## src/rtl/i2c_tgt_pkg.sv

```systemverilog
package i2c_tgt_pkg;

   typedef enum logic [2:0] {
      ST_IDLE,
      ST_RX,
      ST_RX_ACK,
      ST_TX,
      ST_TX_ACK
   } tgt_state_t;

   typedef enum logic [1:0] {
      K_DEV,
      K_REG,
      K_DATA
   } rx_kind_t;

   typedef struct packed {
      logic scl;
      logic sda;
      logic scl_rise;
      logic scl_fall;
      logic start;
      logic stop;
   } bus_ev_t;

endpackage

```

## src/rtl/i2c_bus_sync.sv

```systemverilog
module i2c_bus_sync
   import i2c_tgt_pkg::*;
#(
   parameter int STAGES = 2
) (
   input  logic    clk,
   input  logic    rst_n,
   input  logic    scl_i,
   input  logic    sda_i,
   output bus_ev_t ev
);

   if (STAGES < 2) begin : g_bad_stages
      $error("i2c_bus_sync: STAGES must be at least 2");
   end

   logic [STAGES-1:0] scl_pipe;
   logic [STAGES-1:0] sda_pipe;
   logic              scl_q;
   logic              sda_q;

   for (genvar i = 0; i < STAGES; i++) begin : g_stage
      always_ff @(posedge clk or negedge rst_n) begin
         if (!rst_n) begin
            scl_pipe[i] <= 1'b1;
            sda_pipe[i] <= 1'b1;
         end else if (i == 0) begin
            scl_pipe[i] <= scl_i;
            sda_pipe[i] <= sda_i;
         end else begin
            scl_pipe[i] <= scl_pipe[(i == 0) ? 0 : i-1];
            sda_pipe[i] <= sda_pipe[(i == 0) ? 0 : i-1];
         end
      end
   end

   always_ff @(posedge clk or negedge rst_n) begin
      if (!rst_n) begin
         scl_q <= 1'b1;
         sda_q <= 1'b1;
      end else begin
         scl_q <= scl_pipe[STAGES-1];
         sda_q <= sda_pipe[STAGES-1];
      end
   end

   always_comb begin
      ev.scl      = scl_pipe[STAGES-1];
      ev.sda      = sda_pipe[STAGES-1];
      ev.scl_rise = ev.scl & ~scl_q;
      ev.scl_fall = ~ev.scl & scl_q;
      ev.start    = scl_q & ev.scl & sda_q & ~ev.sda;
      ev.stop     = scl_q & ev.scl & ~sda_q & ev.sda;
   end

endmodule

```

## src/rtl/i2c_strap_decode.sv

```systemverilog
module i2c_strap_decode #(
   parameter logic [6:0] ADDR_LOW  = 7'h65,
   parameter logic [6:0] ADDR_OPEN = 7'h66,
   parameter logic [6:0] ADDR_HIGH = 7'h67
) (
   input  logic [1:0] sel,
   output logic [6:0] dev_addr
);

   if (ADDR_LOW == ADDR_OPEN || ADDR_OPEN == ADDR_HIGH || ADDR_LOW == ADDR_HIGH) begin : g_bad_map
      $error("i2c_strap_decode: strap addresses must differ");
   end

   always_comb begin
      unique case (sel)
         2'b00:   dev_addr = ADDR_LOW;
         2'b10:   dev_addr = ADDR_HIGH;
         default: dev_addr = ADDR_OPEN;
      endcase
   end

endmodule

```

## src/rtl/i2c_regbank_target.sv

```systemverilog
module i2c_regbank_target
   import i2c_tgt_pkg::*;
#(
   parameter int         REG_AW      = 8,
   parameter int         REG_DW      = 8,
   parameter int         SYNC_STAGES = 2,
   parameter logic [6:0] ADDR_LOW    = 7'h65,
   parameter logic [6:0] ADDR_OPEN   = 7'h66,
   parameter logic [6:0] ADDR_HIGH   = 7'h67
) (
   input  logic              clk,
   input  logic              rst_n,
   input  logic              scl_i,
   input  logic              sda_i,
   input  logic [1:0]        addr_sel,
   output logic              sda_oe,
   output logic [REG_AW-1:0] reg_addr,
   output logic [REG_DW-1:0] reg_wdata,
   output logic              reg_we,
   input  logic [REG_DW-1:0] reg_rdata
);

   localparam int BYTE_W = 8;
   localparam int CNT_W  = $clog2(BYTE_W + 1);
   localparam logic [CNT_W-1:0] LAST_BIT = CNT_W'(BYTE_W);

   if (REG_DW != BYTE_W || REG_AW != BYTE_W) begin : g_bad_width
      $error("i2c_regbank_target: register address and data must be one byte");
   end

   bus_ev_t           ev;
   logic [6:0]        dev_addr;
   tgt_state_t        state;
   rx_kind_t          kind;
   logic [CNT_W-1:0]  cnt;
   logic [BYTE_W-1:0] rx_sh;
   logic [BYTE_W-1:0] tx_sh;
   logic [REG_AW-1:0] ptr;
   logic              rw;
   logic              mnack;

   i2c_bus_sync #(.STAGES(SYNC_STAGES)) u_sync (
      .clk   (clk),
      .rst_n (rst_n),
      .scl_i (scl_i),
      .sda_i (sda_i),
      .ev    (ev)
   );

   i2c_strap_decode #(
      .ADDR_LOW  (ADDR_LOW),
      .ADDR_OPEN (ADDR_OPEN),
      .ADDR_HIGH (ADDR_HIGH)
   ) u_strap (
      .sel      (addr_sel),
      .dev_addr (dev_addr)
   );

   assign reg_addr = ptr;

   always_ff @(posedge clk or negedge rst_n) begin
      if (!rst_n) begin
         state     <= ST_IDLE;
         kind      <= K_DEV;
         cnt       <= '0;
         rx_sh     <= '0;
         tx_sh     <= '0;
         ptr       <= '0;
         rw        <= 1'b0;
         mnack     <= 1'b0;
         sda_oe    <= 1'b0;
         reg_we    <= 1'b0;
         reg_wdata <= '0;
      end else begin
         reg_we <= 1'b0;
         if (ev.start) begin
            state  <= ST_RX;
            kind   <= K_DEV;
            cnt    <= '0;
            sda_oe <= 1'b0;
         end else if (ev.stop) begin
            state  <= ST_IDLE;
            sda_oe <= 1'b0;
         end else begin
            unique case (state)
               ST_RX: begin
                  if (ev.scl_rise) begin
                     rx_sh <= {rx_sh[BYTE_W-2:0], ev.sda};
                     cnt   <= cnt + 1'b1;
                  end else if (ev.scl_fall && cnt == LAST_BIT) begin
                     cnt <= '0;
                     unique case (kind)
                        K_DEV: begin
                           if (rx_sh[BYTE_W-1:1] == dev_addr) begin
                              rw     <= rx_sh[0];
                              sda_oe <= 1'b1;
                              state  <= ST_RX_ACK;
                           end else begin
                              state  <= ST_IDLE;
                           end
                        end
                        K_REG: begin
                           ptr    <= rx_sh;
                           sda_oe <= 1'b1;
                           state  <= ST_RX_ACK;
                        end
                        default: begin
                           reg_wdata <= rx_sh;
                           reg_we    <= 1'b1;
                           sda_oe    <= 1'b1;
                           state     <= ST_RX_ACK;
                        end
                     endcase
                  end
               end
               ST_RX_ACK: begin
                  if (ev.scl_fall) begin
                     sda_oe <= 1'b0;
                     state  <= ST_RX;
                     if (kind == K_DEV && rw) begin
                        tx_sh  <= reg_rdata;
                        sda_oe <= ~reg_rdata[BYTE_W-1];
                        state  <= ST_TX;
                     end else if (kind == K_DEV) begin
                        kind <= K_REG;
                     end else if (kind == K_REG) begin
                        kind <= K_DATA;
                     end else begin
                        ptr <= ptr + 1'b1;
                     end
                  end
               end
               ST_TX: begin
                  if (ev.scl_rise) begin
                     cnt <= cnt + 1'b1;
                  end else if (ev.scl_fall) begin
                     if (cnt == LAST_BIT) begin
                        sda_oe <= 1'b0;
                        state  <= ST_TX_ACK;
                     end else begin
                        tx_sh  <= {tx_sh[BYTE_W-2:0], 1'b0};
                        sda_oe <= ~tx_sh[BYTE_W-2];
                     end
                  end
               end
               ST_TX_ACK: begin
                  if (ev.scl_rise) begin
                     mnack <= ev.sda;
                     ptr   <= ptr + 1'b1;
                  end else if (ev.scl_fall) begin
                     cnt <= '0;
                     if (mnack) begin
                        state <= ST_IDLE;
                     end else begin
                        tx_sh  <= reg_rdata;
                        sda_oe <= ~reg_rdata[BYTE_W-1];
                        state  <= ST_TX;
                     end
                  end
               end
               default: ;
            endcase
         end
      end
   end

endmodule

```

## config.mk

```make
export PLATFORM = sky130hd
export DESIGN_NAME = i2c_regbank_target
export DESIGN_NICKNAME = d
export VERILOG_FILES = /design/src/rtl/i2c_tgt_pkg.sv /design/src/rtl/i2c_bus_sync.sv /design/src/rtl/i2c_strap_decode.sv /design/src/rtl/i2c_regbank_target.sv
export SDC_FILE = /design/constraint.sdc
export NUM_CORES = 1
export LEC_CHECK = 0
export ABC_AREA = 0
export ABC_CLOCK_PERIOD_IN_PS = 2000
export BUFFER_PORTS_ARGS = -buffer_cell sky130_fd_sc_hd__buf_2
export CAP_MARGIN = 5
export CORE_AREA = 2 2 108 110
export CTS_BUF_LIST = sky130_fd_sc_hd__clkbuf_2 sky130_fd_sc_hd__clkbuf_4 sky130_fd_sc_hd__clkbuf_8
export CTS_CLUSTER_DIAMETER = 40
export CTS_CLUSTER_SIZE = 14
export DETAILED_ROUTE_END_ITERATION = 8
export DIE_AREA = 0 0 110 112
export GPL_ROUTABILITY_DRIVEN = 0
export MAX_ROUTING_LAYER = met4
export SLEW_MARGIN = 25
export SYNTH_ARGS = -nofsm -noshare
export SYNTH_HDL_FRONTEND = slang
export SYNTH_SLANG_ARGS = --single-unit
```

## constraint.sdc

```tcl
create_clock -name clk -period 2 [get_ports clk]
set_clock_uncertainty 0.2 [all_clocks]
set_input_delay 0.4 -clock clk [delete_from_list [all_inputs] [get_ports clk]]
set_output_delay 0.4 -clock clk [all_outputs]
set_load 0.02 [all_outputs]
```

# Word level (Yosys, flattened, before mapping)
# Cells that the tools add are included.
[totals] ff_bits=50 inputBits=14 output_inout_bits=18 word_cells=167
[classes] n_addsub=2 n_eq_ne=39 n_mux=70 bitwise=17 n_reduce_logical=22
[ops] op="two-way mux 8 bit" count=8
[ops] op="two-way mux 7 bit" count=8
[ops] op="!= test 4 bit, second input constant" count=10
[ops] op="two-way mux 3 bit" count=11
[ops] op="!= test 2 bit, second input constant" count=16
[ops] op="two-way mux 4 bit" count=7
[ops] op="case mux 8 bit (3 select lines)" count=1
[ops] op="AND reduction 11 bit" count=2
[ops] op="case mux 7 bit (3 select lines)" count=1
[ops] op="two-way mux 1 bit" count=20
[ops] op="two-way mux 2 bit" count=10
[ops] op="case mux 3 bit (4 select lines)" count=1
[ops] op="case mux 4 bit (3 select lines)" count=1
[ops] op="AND reduction 6 bit" count=2
[ops] op="inverter 1 bit" count=10
[ops] op="AND reduction 10 bit" count=1
[ops] op="!= test 3 bit, second input constant" count=3
[ops] op="AND reduction 9 bit" count=1
[ops] op="nonzero test 3 bit" count=3
[ops] op="adder 8 x 1 -> 8 bit, second input constant" count=1
[ops] op="AND reduction 4 bit" count=2
[ops] op="AND 1 bit" count=7
[ops] op="== test 7 bit" count=1
[ops] op="AND reduction 7 bit" count=1
[ops] op="18 further kinds" count=22

# Depth between registers and ports, before layout
# Gate-level depths: netlist of run 1.
[depth] word_depth=10 depth_mapped=8 ltp_nobuf=7

# Hierarchy
# A second synthesis of run 1 with hierarchy kept.
[hier_totals] cells_unflattened=260 area_unflattened_um2=2722.6
[by_module_without_submodules] mod="i2c_regbank_target" instances=1 cells_per_inst=239 area_each_um2=2462.4
[by_module_without_submodules] mod="i2c_bus_sync" instances=1 cells_per_inst=12 area_each_um2=205.2
[by_module_without_submodules] mod="i2c_strap_decode" instances=1 cells_per_inst=9 area_each_um2=55.1

# Least setup slack after synthesis of run 1
# Ideal clock, no wire load.
[synth_path] path_type="register -> register" startpoint="register, netlist name cnt[0]" endpoint="register rx_sh[0]" setup_ps=125 arrival_ps=1711 required_ps=1675 path_slack_ps=-36 path_stages_with_launch=7 cell_sequence="dfrtp_1 > inv_1 > ha_1 > and3b_1 > a221o_2 > nand4b_4 > mux2_4"
[synth_rtl] element="end signal, assigned" line_no="i2c_regbank_target.sv:88" text="rx_sh <= {rx_sh[BYTE_W-2:0], ev.sda};"
[synth_rtl] element="end, declared" line_no="i2c_regbank_target.sv:36" text="logic [BYTE_W-1:0] rx_sh;"

# Worst setup path in the final report of run 1
[layout_path] startpoint="register state[2]" endpoint="register rx_sh[5]"
[layout_via] elab_chain_cells=2
[layout_lines] element="start, declared" line_no="i2c_regbank_target.sv:33" text="tgt_state_t state;"
[layout_lines] element="start signal, assigned" line_no="i2c_regbank_target.sv:63" text="state <= ST_IDLE;"
[layout_lines] element="start signal, assigned" line_no="i2c_regbank_target.sv:77" text="state <= ST_RX;"
[layout_lines] element="start signal, assigned" line_no="i2c_regbank_target.sv:82" text="state <= ST_IDLE;"
[layout_lines] element="== test 3 x 1 -> 1 bit" line_no="i2c_regbank_target.sv:85" text="unique case (state)"
[layout_lines] element="AND reduction 4 bit (no source line)"
# No other way between the ends.
# A chain may end at the register's enable or synchronous reset.

==> results of run 1 <==
-- final timing paths --
check | slack, ns | endpoint
hold / removal | 0.13 | tx_sh[0]
setup / recovery | -0.08 | rx_sh[5]
setup reg to reg | -0.08 | rx_sh[5]
min in group asynchronous | 0.35 | reg_addr[2]
hold reg to reg | 0.16 | u_sync.ev[5]
max in group asynchronous | 0.65 | u_sync.scl_q
-- registers in the layout, summed over array words and instances, names as in the netlist --
name / flops
cnt: 4
kind: 2
mnack: 1
reg_addr: 8
reg_wdata: 8
reg_we: 1
rw: 1
rx_sh: 8
sda_oe: 1
state: 3
tx_sh: 7
u_sync.ev: 2
u_sync.scl_pipe: 1
u_sync.scl_q: 1
u_sync.sda_pipe: 1
u_sync.sda_q: 1
-- per-stage QoR --
| stage | area [um2] | std cells |
|---|---|---|
| floorplan | 2710 | 252 |
| CTS | 3580 | 477 |
| finish | 3760 | 482 |
| global route | 3760 | 482 |
| global placement | 3360 | 460 |
| detailed placement | 3360 | 460 |
-- what timing repair did --
| action | 4_1_cts | 5_1_grt |
|---|---|---|
| pin swaps | 6 | 16 |
| hold endpoints to repair | 16 | 0 |
| setup buffers | 5 | 5 |
| setup endpoints to repair | 24 | 36 |
| hold buffers | 3 | 0 |
| gates resized for setup | 8 | 36 |
| cloned | 1 | 1 |
-- critical path, delay by kind of cell (launching register included) --
family	cells	cell delay [ns]
DFF	1	0.46
AOI/OAI and AO/OA	1	0.32
muxes	1	0.32
and+or+nand+nor	3	0.66
-- power groups by stage --
stage	Clock, mW	Combinational [mW]	Sequential, mW
after floorplan	0	0.254	1.18
after global placement	0	0.459	1.21
after detailed placement	0	0.467	1.21
after CTS	0.692	0.484	1.19
after global routing	0.730	0.572	1.21
final	0.668	0.525	1.20
-- area by class of cell --
cell class | instances | area (um2) | share of cell area, %
multi-input cells | 186 | 1530 | 40.7
flip-flops and latches | 50 | 1260 | 33.6
repair buffers | 89 | 659 | 17.5
well taps | 143 | 179 | 4.76
clock buffers | 7 | 96.3 | 2.56
inverters | 6 | 22.5 | 0.599
clock inverters | 1 | 8.76 | 0.233
-- Yosys cell counts, drive strengths merged (7+ instances only) --
cell type   n
buf         8
nand3      10
o21ai      16
mux2       18
nand2b      7
nand2      12
mux2i       9
dfrtp      44
a31oi       7
a21oi      21
nor2       13
-- per-layer routing --
layer  vias to the layer above  share of wire (%)
met2                        35                 50
met4                         0               0.98
li1                       1121                  -
met3                         5                3.3
met5                         -                  0
met1                      1124                 46
-- cells by family (layout without fill, tap and decap cells) --
group	after synthesis	in the layout	share of synthesized area, %
muxes	27	27	11.9
buffers and inverters	17	103	2.91
AOI/OAI and AO/OA	71	71	17.6
and+or+nand+nor	82	83	19.1
adders and majority gates	3	3	1.39
xor gates and xnor gates	2	2	0.647
DFF	50	50	46.5
==> results.txt, run 1 <==
routed vias = 2,285
CP Capture Type = register
Worst Setup SP = state[2]
first-pass GRT wire length = 11,200 um
Tcrit/Tclk final = 104%
sequential area share after synthesis = 46.5%
final core occ = 33.6%
Leakage = 1.74 nW
failing checks = setup timing
synth top area cells = dfrtp_1 41%, dfstp_2 5.8%, mux2_4 4.4%
largest net degree at the start of global routing = 22
Slowest-stage cell, CP = dfrtp_2
Crit Path Max Fanout = 8
Critical Path Max Stage Delay = 0.46 ns
Sink Count = 50
Power Dens Cells = 635 mW/mm2
most frequent cells in the layout = 44 x buf_4, 42 x dfrtp_1, 32 x buf_2, 17 x a21oi_1, 11 x o21ai_0
Die Wd = 110 um
grt met1 use = 15.2%
Power Total = 2.39 mW
total gr overflow = 0
worst-skew pair later-pin latency = 0.30 ns
Yosys top cell by area = dfrtp_1
R2R Path Start = state[2]
maximum VDD drop = 0.000478 V
Post-synth EDFFs = 0
post-route minimum period = 2.08 ns
Netlist cell types = 61
ys async rst share = 100%
clock slew at reported path FFs = 0.10 ns
port bufs = 31
clock network power share = 28.0%
Detailed Route Iter0 Violations = 129
max-slew violations = 0
H-Tree Depth = 2
Yosys top cell area share = 40.7%
Sw Share = 28.8%
worst-path cell chain = nor3b_4 > or3_1 > a32o_2 > nand4b_4 > mux2_4
antenna viol nets, final = 0
dominant synthesized flop cell = dfrtp_1
deepest clock path buffer count = 2
YS warnings = 0
met3 Track Usage GR = 2.28%
vias in the first global route = 2,305
global-route total usage across every layer = 11.8%
Setup-failing EPs final = 9
Seq pwr share = 50.0%
Hold Crit Start = reg_rdata[0]
fmax = 480 MHz
max_slew headroom = 72.2%
crit path DAT = 2.07 ns
Sw Pwr = 0.688 mW
RSZ-0062 raised after global routing = true
share of layout cells above drive strength 1 = 47.2%
HPWL after DPL = 5000 um
worst r2r path cells = 5
Die H = 112 um
Crit Path Class = reg2reg
Area Overhead vs Synth = 38.8%
busiest grt layer = met2
final wirelength = 6950 um
I/O pin cnt = 32
antenna violations before repair = 0
post-DR wirelength/cell = 14.4 um
worst hold slack = 0.130 ns
Core Region = 0.0112 mm2
syn_area_per_cell = 10.7 um2
Setup TNS Final = -0.605 ns
DR DRC count = 0
Slew @ Worst Pin = 0.417 ns
syn nets = 269
Max Cap Violations = 0
final worst slack = -0.0832 ns
worst hold path class = in2reg
NumNets Final = 355
fillcell total = 1,090
die area = 0.0123 mm2
commonest non-fill, non-tap cell in the layout = buf_4
CTS tree = yes
crit path launch type = register
synthesized area = 0.00271 mm2
status = finished with violations
met2 GRT Util = 18.7%
Pre-antenna DRT Iters = 4
Post-Place Setup Slack = -0.143 ns
Post-Syn Instances = 252
diode count = 0
drt via density = 4.74
Logic pwr share = 22.0%
root buf cell = clkbuf_8
Initial Util = 24.2%
Synth Register Bits = 50
Site Rows = 39
Worst Path Required = 1.99 ns
final hold violations = 0
Internal = 1.70 mW
TritonCTS buffer count = 5
cell count of the worst hold path = 3
Power figures use the tool's default switching activity.
==> run 2: changes to the inputs <==
- ABC_CLOCK_PERIOD_IN_PS: 2000 -> 1780
- clock period: 2 -> 1.78 ns (I/O delays scaled with it)
==> run 2 against run 1 <==
  * The flow still finishes with violations (setup timing)
  * Clock power is 11% higher
  * Highest routed layer unchanged
  * Non-clock buffer count is 28 higher
  * Global-route usage increased by 0.97 points
  * Hold slack lost 0.068 ns
  * Worst setup slack worse by 0.19 ns
==> results.txt, run 2 (synthesized netlist as in run 1, its figures left out) <==
total gr overflow = 0
final worst slack = -0.275 ns
worst-skew pair later-pin latency = 0.32 ns
Crit Path Class = reg2reg
antenna viol nets, final = 0
CTS tree = yes
port bufs = 31
FF-to-FF End = rx_sh[5]
root buf cell = clkbuf_8
Worst Setup SP = state[2]
R2R Path Start = state[2]
cell count of the worst hold path = 3
H-Tree Depth = 2
Setup TNS Final = -7.28 ns
fmax = 487 MHz
Leakage = 1.98 nW
commonest non-fill, non-tap cell in the layout = buf_4
worst hold slack = 0.0617 ns
diode count = 0
Power Total = 2.78 mW
max_slew headroom = 73.3%
CP Capture Type = register
vias in the first global route = 2,421
DR DRC count = 0
Slew @ Worst Pin = 0.395 ns
Tcrit/Tclk final = 115%
Max Cap Violations = 0
Die H = 112 um
Detailed Route Iter0 Violations = 90
Worst Path Required = 1.80 ns
antenna violations before repair = 0
clock slew at reported path FFs = 0.11 ns
routed vias = 2,471
R2R Setup Slk = -0.27 ns
failing checks = setup timing
deepest clock path buffer count = 2
TritonCTS buffer count = 5
Power Dens Cells = 660 mW/mm2
final wirelength = 7670 um
drt via density = 4.85
Hold Crit Start = reg_rdata[0]
worst hold path class = in2reg
RSZ-0062 raised after global routing = true
I/O pin cnt = 32
HPWL after DPL = 4950 um
Post-Place Setup Slack = -0.270 ns
Post-Layout Inst Area = 0.00422 mm2
Core Region = 0.0112 mm2
NumNets Final = 382
global-route total usage across every layer = 12.8%
first-pass GRT wire length = 12,000 um
placed instance area = 0.00348 mm2
most frequent cells in the layout = 56 x buf_4, 43 x dfrtp_1, 32 x buf_2, 21 x buf_6, 17 x mux2_4
Die Wd = 110 um
largest net degree at the start of global routing = 51
Sink Count = 50
Initial Util = 24.2%
maximum VDD drop = 0.000319 V
max-slew violations = 0
status = finished with violations
Hold Crit Endpoint = tx_sh[0]
Crit Path Max Fanout = 8
post-DR wirelength/cell = 15.1 um
crit path launch type = register
final hold violations = 0
share of layout cells above drive strength 1 = 56.0%
Setup-failing EPs final = 42
worst r2r path cells = 6
die area = 0.0123 mm2
Site Rows = 39
post-route minimum period = 2.05 ns
Area Overhead vs Synth = 55.8%
Pre-antenna DRT Iters = 4
crit path DAT = 2.08 ns
run 2: how the worst max path moves through the flow:
stage               cells after the start  slack, ns  endpoint
floorplan                               6      -0.24  rx_sh[0]
global placement                        5      -0.25  rx_sh[5]
detailed placement                      6      -0.27  rx_sh[5]
CTS                                     6      -0.24  rx_sh[5]
global route                            6      -0.33  rx_sh[2]
finish                                  6      -0.27  rx_sh[5]
run 2: what timing repair did:
action / in CTS / in global routing
endpoints found under the hold margin: 46 / 0
gates resized for setup: 49 / 47
buffers inserted: 12 / 14
setup endpoints to repair: 40 / 44
cloned: 2 / 0
hold buffers: 3 / 0
pin swaps: 7 / 12
run 2: cell type report:
| cell class | instances | area (um2) |
|---|---|---|
| repair buffers | 117 | 947 |
| multi-input cells | 185 | 1710 |
| inverters | 6 | 22.5 |
| clock buffers | 5 | 68.8 |
| fillers | 1023 | 6960 |
| clock inverters | 3 | 28.8 |
| flip-flops and latches | 50 | 1260 |
| well taps | 143 | 179 |
run 2: routing by layer:
| metal | global-route usage (%) | routed length (um) |
|---|---|---|
| met1 | 16.4 | 3450 |
| met2 | 20.3 | 3770 |
| met3 | 1.52 | 190 |
| met4 | 5.23 | 268 |
| met5 | - | 0 |
run 2: per-stage QoR:
step / std cells / util (%)
after floorplan: 252 / -
after global placement: 472 / 31.1
after detailed placement: 472 / 31.1
after CTS: 497 / 34.9
after global routing: 509 / 37.8
final: 509 / 37.8
run 2: power by group:
part	leakage [nW]	total (mW)	internal [mW]	switching (mW)
sequential	0.635	1.31	1.23	0.0834
combinational	1.30	0.731	0.398	0.332
clock	0.0502	0.741	0.292	0.449
total	1.98	2.78	1.92	0.865
run 2: worst max-delay path: stages, from the launching register on:
cell      delay [ns]
dfrtp_1         0.44
buf_6           0.13
nor2b_4         0.04
or3_4           0.35
a32o_2          0.28
nand4b_4        0.20
mux2_4          0.32
